**src/rtl/netcmd_pkg.sv**
```systemverilog
package netcmd_pkg;

  localparam logic [7:0] OP_WRITE = 8'h64;
  localparam logic [7:0] OP_READ  = 8'h60;
  localparam logic [7:0] OP_START = 8'h50;
  localparam logic [7:0] OP_HALT  = 8'h54;

  typedef enum logic [2:0] {
    ST_IDLE,
    ST_SEQ,
    ST_BASE,
    ST_DATA,
    ST_RADDR,
    ST_RWAIT,
    ST_DROP
  } dec_state_t;

  // Byte enables for a final word holding r (1..3) bytes; r==0 means full word.
  function automatic logic [3:0] tail_strb(input logic [1:0] r);
    case (r)
      2'd1:    tail_strb = 4'b1000;
      2'd2:    tail_strb = 4'b1100;
      2'd3:    tail_strb = 4'b1110;
      default: tail_strb = 4'b1111;
    endcase
  endfunction

endpackage

```
**src/rtl/netcmd_rsp_hold.sv**
```systemverilog
module netcmd_rsp_hold #(
  parameter int DW = 32
) (
  input  logic          clk,
  input  logic          rst_n,
  input  logic          load,
  input  logic [DW-1:0] load_data,
  output logic          full,
  output logic          rsp_valid,
  input  logic          rsp_ready,
  output logic [DW-1:0] rsp_data
);

  logic [DW-1:0] data_q;
  logic          full_q;

  always_ff @(posedge clk) begin
    if (!rst_n) begin
      full_q <= 1'b0;
      data_q <= '0;
    end else if (load) begin
      full_q <= 1'b1;
      data_q <= load_data;
    end else if (full_q && rsp_ready) begin
      full_q <= 1'b0;
    end
  end

  assign full      = full_q;
  assign rsp_valid = full_q;
  assign rsp_data  = data_q;


  rsp_hold_stable_chk: assert property (@(posedge clk) disable iff (!rst_n)
    (rsp_valid && !rsp_ready) |=> (rsp_valid && $stable(rsp_data)));


  rsp_no_clobber_chk: assert property (@(posedge clk) disable iff (!rst_n)
    load |-> !full_q);

endmodule

```
**src/rtl/netcmd_ctrl.sv**
```systemverilog
module netcmd_ctrl
  import netcmd_pkg::*;
#(
  parameter int AW = 32,
  parameter int LW = 16
) (
  input  logic          clk,
  input  logic          rst_n,
  input  logic          in_valid,
  output logic          in_ready,
  input  logic [31:0]   in_data,
  input  logic          in_sop,
  input  logic          in_eop,
  output logic          req_valid,
  input  logic          req_ready,
  output logic          req_we,
  output logic [AW-1:0] req_addr,
  output logic [31:0]   req_wdata,
  output logic [3:0]    req_strb,
  input  logic          rd_valid,
  input  logic          rsp_full,
  output logic          rsp_load,
  output logic          start_pulse,
  output logic          halt_pulse,
  output logic [31:0]   last_seq
);

  localparam logic [LW-1:0] WORD_BYTES = LW'(4);
  localparam logic [AW-1:0] ADDR_STEP  = AW'(4);

  dec_state_t    st;
  logic [LW-1:0] bytes_left;
  logic [AW-1:0] wr_addr;
  logic          tail_drop;
  logic          beat;
  logic          have_bytes;
  logic [7:0]    opcode;

  assign opcode     = in_data[31:24];
  assign have_bytes = (bytes_left != '0);
  assign beat       = in_valid && in_ready;

  always_comb begin
    in_ready  = 1'b1;
    req_valid = 1'b0;
    case (st)
      ST_DATA: begin
        if (have_bytes) begin
          in_ready  = req_ready;
          req_valid = in_valid;
        end
      end
      ST_RADDR: begin
        in_ready  = req_ready && !rsp_full;
        req_valid = in_valid && !rsp_full;
      end
      ST_RWAIT: in_ready = 1'b0;
      default:  in_ready = 1'b1;
    endcase
  end

  assign req_we    = (st == ST_DATA);
  assign req_addr  = (st == ST_DATA) ? wr_addr : in_data[AW-1:0];
  assign req_wdata = in_data;
  assign req_strb  = ((st == ST_DATA) && (bytes_left < WORD_BYTES))
                     ? tail_strb(bytes_left[1:0]) : 4'b1111;
  assign rsp_load  = (st == ST_RWAIT) && rd_valid;

  always_ff @(posedge clk) begin
    if (!rst_n) begin
      st          <= ST_IDLE;
      bytes_left  <= '0;
      wr_addr     <= '0;
      tail_drop   <= 1'b0;
      start_pulse <= 1'b0;
      halt_pulse  <= 1'b0;
      last_seq    <= '0;
    end else begin
      start_pulse <= 1'b0;
      halt_pulse  <= 1'b0;
      case (st)
        ST_IDLE: begin
          if (beat && in_sop) begin
            case (opcode)
              OP_WRITE: begin
                bytes_left <= in_data[LW-1:0];
                st         <= in_eop ? ST_IDLE : ST_SEQ;
              end
              OP_READ:  st <= in_eop ? ST_IDLE : ST_RADDR;
              OP_START: begin
                start_pulse <= 1'b1;
                st          <= in_eop ? ST_IDLE : ST_DROP;
              end
              OP_HALT: begin
                halt_pulse <= 1'b1;
                st         <= in_eop ? ST_IDLE : ST_DROP;
              end
              default:  st <= in_eop ? ST_IDLE : ST_DROP;
            endcase
          end
        end
        ST_SEQ: begin
          if (beat) begin
            last_seq <= in_data;
            st       <= in_eop ? ST_IDLE : ST_BASE;
          end
        end
        ST_BASE: begin
          if (beat) begin
            wr_addr <= in_data[AW-1:0];
            st      <= in_eop ? ST_IDLE : ST_DATA;
          end
        end
        ST_DATA: begin
          if (beat) begin
            if (have_bytes) begin
              wr_addr    <= wr_addr + ADDR_STEP;
              bytes_left <= (bytes_left >= WORD_BYTES) ? bytes_left - WORD_BYTES : '0;
            end
            if (in_eop) st <= ST_IDLE;
          end
        end
        ST_RADDR: begin
          if (beat) begin
            tail_drop <= !in_eop;
            st        <= ST_RWAIT;
          end
        end
        ST_RWAIT: begin
          if (rd_valid) st <= tail_drop ? ST_DROP : ST_IDLE;
        end
        ST_DROP: begin
          if (beat && in_eop) st <= ST_IDLE;
        end
        default: st <= ST_IDLE;
      endcase
    end
  end


  wr_addr_step_chk: assert property (@(posedge clk) disable iff (!rst_n)
    ((st == ST_DATA) && $past(st == ST_DATA) && $past(req_valid && req_ready && req_we))
    |-> (req_addr == $past(req_addr) + ADDR_STEP));


  seq_hold_chk: assert property (@(posedge clk) disable iff (!rst_n)
    !$stable(last_seq) |-> $past((st == ST_SEQ) && beat));


  pulse_origin_chk: assert property (@(posedge clk) disable iff (!rst_n)
    (start_pulse || halt_pulse) |-> $past((st == ST_IDLE) && beat && in_sop));


  rd_only_when_waiting_chk: assert property (@(posedge clk) disable iff (!rst_n)
    rd_valid |-> (st == ST_RWAIT));

endmodule

```
**src/rtl/netcmd_decoder.sv**
```systemverilog
module netcmd_decoder #(
  parameter int ADDR_W = 32,
  parameter int LEN_W  = 16
) (
  input  logic              clk,
  input  logic              rst_n,
  input  logic              cmd_valid,
  output logic              cmd_ready,
  input  logic [31:0]       cmd_data,
  input  logic              cmd_sop,
  input  logic              cmd_eop,
  output logic              mem_req_valid,
  input  logic              mem_req_ready,
  output logic              mem_req_we,
  output logic [ADDR_W-1:0] mem_req_addr,
  output logic [31:0]       mem_req_wdata,
  output logic [3:0]        mem_req_strb,
  input  logic              mem_rd_valid,
  input  logic [31:0]       mem_rd_data,
  output logic              rsp_valid,
  input  logic              rsp_ready,
  output logic [31:0]       rsp_data,
  output logic              cpu_start,
  output logic              cpu_halt,
  output logic [31:0]       last_seq
);

  logic rsp_full;
  logic rsp_load;

  netcmd_ctrl #(.AW(ADDR_W), .LW(LEN_W)) u_ctrl (
    .clk         (clk),
    .rst_n       (rst_n),
    .in_valid    (cmd_valid),
    .in_ready    (cmd_ready),
    .in_data     (cmd_data),
    .in_sop      (cmd_sop),
    .in_eop      (cmd_eop),
    .req_valid   (mem_req_valid),
    .req_ready   (mem_req_ready),
    .req_we      (mem_req_we),
    .req_addr    (mem_req_addr),
    .req_wdata   (mem_req_wdata),
    .req_strb    (mem_req_strb),
    .rd_valid    (mem_rd_valid),
    .rsp_full    (rsp_full),
    .rsp_load    (rsp_load),
    .start_pulse (cpu_start),
    .halt_pulse  (cpu_halt),
    .last_seq    (last_seq)
  );

  netcmd_rsp_hold #(.DW(32)) u_rsp (
    .clk       (clk),
    .rst_n     (rst_n),
    .load      (rsp_load),
    .load_data (mem_rd_data),
    .full      (rsp_full),
    .rsp_valid (rsp_valid),
    .rsp_ready (rsp_ready),
    .rsp_data  (rsp_data)
  );

endmodule

```
**config.mk**
```make
export PLATFORM = sky130hd
export DESIGN_NAME = netcmd_decoder
export DESIGN_NICKNAME = d
export VERILOG_FILES = /design/src/rtl/netcmd_pkg.sv /design/src/rtl/netcmd_rsp_hold.sv /design/src/rtl/netcmd_ctrl.sv /design/src/rtl/netcmd_decoder.sv
export SDC_FILE = /design/constraint.sdc
export NUM_CORES = 1
export LEC_CHECK = 0
export ABC_AREA = 1
export BUFFER_PORTS_ARGS = -buffer_cell sky130_fd_sc_hd__buf_2
export CORE_AREA = 10 10 114 141
export CTS_CLUSTER_SIZE = 14
export DETAILED_ROUTE_END_ITERATION = 7
export DIE_AREA = 0 0 124 151
export GPL_TIMING_DRIVEN = 0
export HOLD_SLACK_MARGIN = 0.03
export PLACE_DENSITY = 0.81
export SLEW_MARGIN = 20
export SYNTH_ARGS = -nofsm -noshare
export SYNTH_HDL_FRONTEND = slang
export SYNTH_SLANG_ARGS = --single-unit
```
**constraint.sdc**
```tcl
create_clock -name clk -period 2.6 [get_ports clk]
set_clock_uncertainty 0.2 [all_clocks]
set_input_delay 0.39 -clock clk [delete_from_list [all_inputs] [get_ports clk]]
set_output_delay 0.39 -clock clk [all_outputs]
set_load 0.03 [all_outputs]
```
==> summary.txt <==
Global routing
  • Initial antenna violation count: 1
  • Met2 usage: 0.396
  • GR met1 Demand/Resource: 0.260
  • Vias in the first global route: 7177
  • Global routing's busiest layer: met2
  • Total grt overflow: 0
  • Routing usage on met3: 0.0916
  • Largest net degree at the start of global routing: 17
  • Tot GR Track Use: 0.238
  • First-pass GRT wire length: 35.6 mm

Placed design
  • Buffers on Ports: 207
  • GP Congestion: 0.939
  • Placed Cells incl. Taps: 1343
  • Pre-CTS setup slack: -0.115 ns
  • Detail Placement HPWL: 17.4 mm

Setup path
  • R2R Path Start: u_ctrl.wr_addr[5]
  • Crit-path max cell delay: 0.39 ns
  • WP data arrival: 1.96 ns
  • CP startpoint: u_ctrl.st[2]
  • Worst path cell trace: inv_2 > nand3_4 > buf_8 > buf_8 > buf_6 > nand2_1 > o21ai_1 > buf_4
  • CP endpoint kind: output port
  • Worst setup SP type: flop
  • Reg2reg setup slack: 0.24 ns
  • Critical path's top delay family: buffers and inverters
  • Worst path bufs/invs: 5
  • Critical R2R Capture: u_ctrl.wr_addr[31]
  • CP Data Required Time: 2.01 ns
  • Critical-path top delay cell: dfxtp_4
  • Crit path top cell by count: buf_8
  • Max FO, Critical Path: 19
  • Reg2Reg Depth: 9
  • Critical path class: reg2out

Timing
  • Slew headroom: 0.531
  • Max Fclk: 393 MHz
  • Final worst path period share: 0.980
  • Setup TNS: 0 ns
  • Fin. max-slew vios: 0
  • Hold Fails Final Rpt: 0
  • Worst slew pin tran: 0.697 ns
  • Endpoints failing setup: 0
  • Minimum clock period: 2.55 ns
  • Hold Slack: 0.0346 ns
  • RSZ-0062 raised after global routing: false
  • Final setup margin: 0.0528 ns

Clock network
  • Worst skew pair latency: 0.42 ns
  • Clk buf depth: 2
  • CTS sink count: 119
  • Clock-pin transition on the worst setup and hold timing paths: 0.06 ns
  • Clock H-tree levels: 4
  • Root Buffer: clkbuf_16
  • TritonCTS Buffers: 17
  • CTS tree: yes

Yosys
  • FFs w/ async S/R, synth: 0
  • Mapped Nets: 1044
  • Post-synthesis xor/xnor area fraction: 0.0148
  • Post-synth EDFFs: 0
  • Adder-cell share of the synthesized area: 0.0135
  • Main combinational cell family by area after synthesis: simple AND/OR/NAND/NOR gates
  • Register area share after synthesis: 0.366
  • Yosys warns: 0
  • Synthesized flop and latch total: 119
  • Avg Cell Area, Syn: 6.74 µm²
  • Multiplexer share of the synthesized area: 0.00308
  • Mapped Area: 6500 µm²
  • Synth cell types: 41
  • Compound-Gate Fraction of Synth Area: 0.164
  • Top_reg_cell synth: dfxtp_1
  • Simple-Gate Fraction of Synth Area: 0.316
  • Syn Inst Count: 965

Cells and area
  • Cell Count, Final, Fillers Out: 1383
  • Fraction of layout cells with a size suffix above 1: 0.273
  • Fillers: 1189
  • Area growth syn-to-layout: 30.1%
  • Nets@finish: 1277

Drt
  • Drt drc: 0
  • Total number of vias: 7419
  • WL/cell: 16.5 µm
  • Via density: 5.36
  • First-pass DRT Iterations: 5
  • Detail Route Antenna Nets: 0
  • DRT Wirelength: 22.8 mm
  • DR iter-0 viols: 690

Hold path
  • Min-Delay Path Class: in2reg
  • Hold endpoint: u_rsp.rsp_data[8]
  • Hold path start: mem_rd_data[8]
  • Hold depth: 3

Power
  • PwrDens: 874 nW/µm²
  • Max IR drop VDD: 0.000475 V
  • P_leak: 3.88 nW

Floorplanning
  • CORE AREA: 13200 µm²
  • Die Footprint: 18700 µm²
  • Number of core rows: 47
  • Die H: 151 µm
  • Initial Utilization: 0.492
  • Die width: 124 µm
  • I/O Pins: 210

Outcome
  • Outcome: complete, no violations

Run
  • Max-cap violations: 0
-- cells in the mapped netlist, drive strengths merged, types with 10 or more instances --
library cell | count | area share
nand2 | 205 | 0.12
dfxtp | 119 | 0.37
nor2 | 107 | 0.066
nand3 | 103 | 0.087
a21oi | 100 | 0.077
o21ai | 86 | 0.066
inv | 79 | 0.046
buf | 60 | 0.062
clkbuf | 22 | 0.013
nor3 | 20 | 0.017
nand4 | 17 | 0.016
xor2 | 10 | 0.013
-- logic make-up after synthesis --
kind of cell,Yosys count
buf+inv,161
flops,119
other cells,1
fa+ha+maj,7
compound gates,204
simple gates,460
mux,2
xor+xnor,11
-- where the power goes --
part / switching, mW / total [mW] / internal (mW)
combinational: 1.87 / 2.79 / 0.923
clock: 0.981 / 2.23 / 1.25
sequential: 0.264 / 2.37 / 2.10
-- metrics by stage --
stage | util | power, mW | instance area [µm²]
floorplan | - | 4.33 | 6500
global placement | 0.586 | 4.99 | 7750
detailed placement | 0.586 | 5.02 | 7750
CTS | 0.640 | 7.36 | 8470
global route | 0.640 | 7.82 | 8460
finish | 0.640 | 7.39 | 8460
-- layout by cell type, fill, tap and decap left out, drive strengths merged, types with 2 or more instances in the layout --
| master | n |
|---|---|
| buf | 269 |
| nand2 | 205 |
| dfxtp | 119 |
| nor2 | 107 |
| nand3 | 103 |
| a21oi | 100 |
| inv | 90 |
| o21ai | 86 |
| clkbuf | 38 |
| nor3 | 20 |
| nand4 | 17 |
| xor2 | 10 |
| ha | 7 |
| dlygate4sd3 | 6 |
| nor4 | 4 |
| o211ai | 4 |
| a21boi | 4 |
| a31oi | 4 |
| clkinvlp | 3 |
| o311ai | 2 |
| nand3b | 2 |
| mux2i | 2 |
| or2 | 2 |
-- flip-flops by register name, summed over array words and instances (netlist names), 3 cells and up --
| signal | flops |
|---|---|
| u_ctrl.last_seq | 32 |
| u_ctrl.bytes_left | 16 |
| u_ctrl.wr_addr | 32 |
| u_ctrl.st | 3 |
| u_rsp.rsp_data | 32 |
-- cell type report --
cell class                 count  area [µm²]  share of cell area
multi-input combinational    685        3350               0.396
sequential                   119        2390               0.282
timing repair buffer         217        1140               0.135
buffer                        79         507              0.0599
clock buffer                  17         425              0.0503
inverter                      79         302              0.0356
tap                          171         214              0.0253
clock inverter                15         129              0.0152
antenna                        1        2.50            0.000296
-- repair_timing --
action | CTS | global route
pin swaps | 2 | 1
endpoints found under the setup margin | 35 | 21
gates cloned | 0 | 0
resized for setup | 28 | 8
hold buffers | 6 | 0
hold endpoints to repair | 6 | 0
setup buffers | 4 | 0
-- metal layers --
layer | vias up | wire length [µm] | share of wire
met5 | - | 0 | 0
met2 | 347 | 11000 | 0.48
met1 | 3364 | 8460 | 0.37
li1 | 3641 | - | -
met3 | 67 | 2620 | 0.11
met4 | 0 | 720 | 0.032
-- how the worst max path moves through the flow --
stage | to | cells after the start
5_1_grt | mem_req_addr[28] | 8
3_3_place_gp | mem_req_strb[2] | 9
4_1_cts | mem_req_strb[2] | 9
6_report | mem_req_addr[28] | 8
3_5_place_dp | mem_req_strb[2] | 9
2_1_floorplan | mem_req_addr[25] | 7
-- worst min-delay path, delay by kind of cell --
family	cells	cell delay [ns]
AO/OA/AOI/OAI	1	0.06
buffers and inverters	1	0.10
AND/OR/NAND/NOR	1	0.07
(Power assumes the default switching activity.)
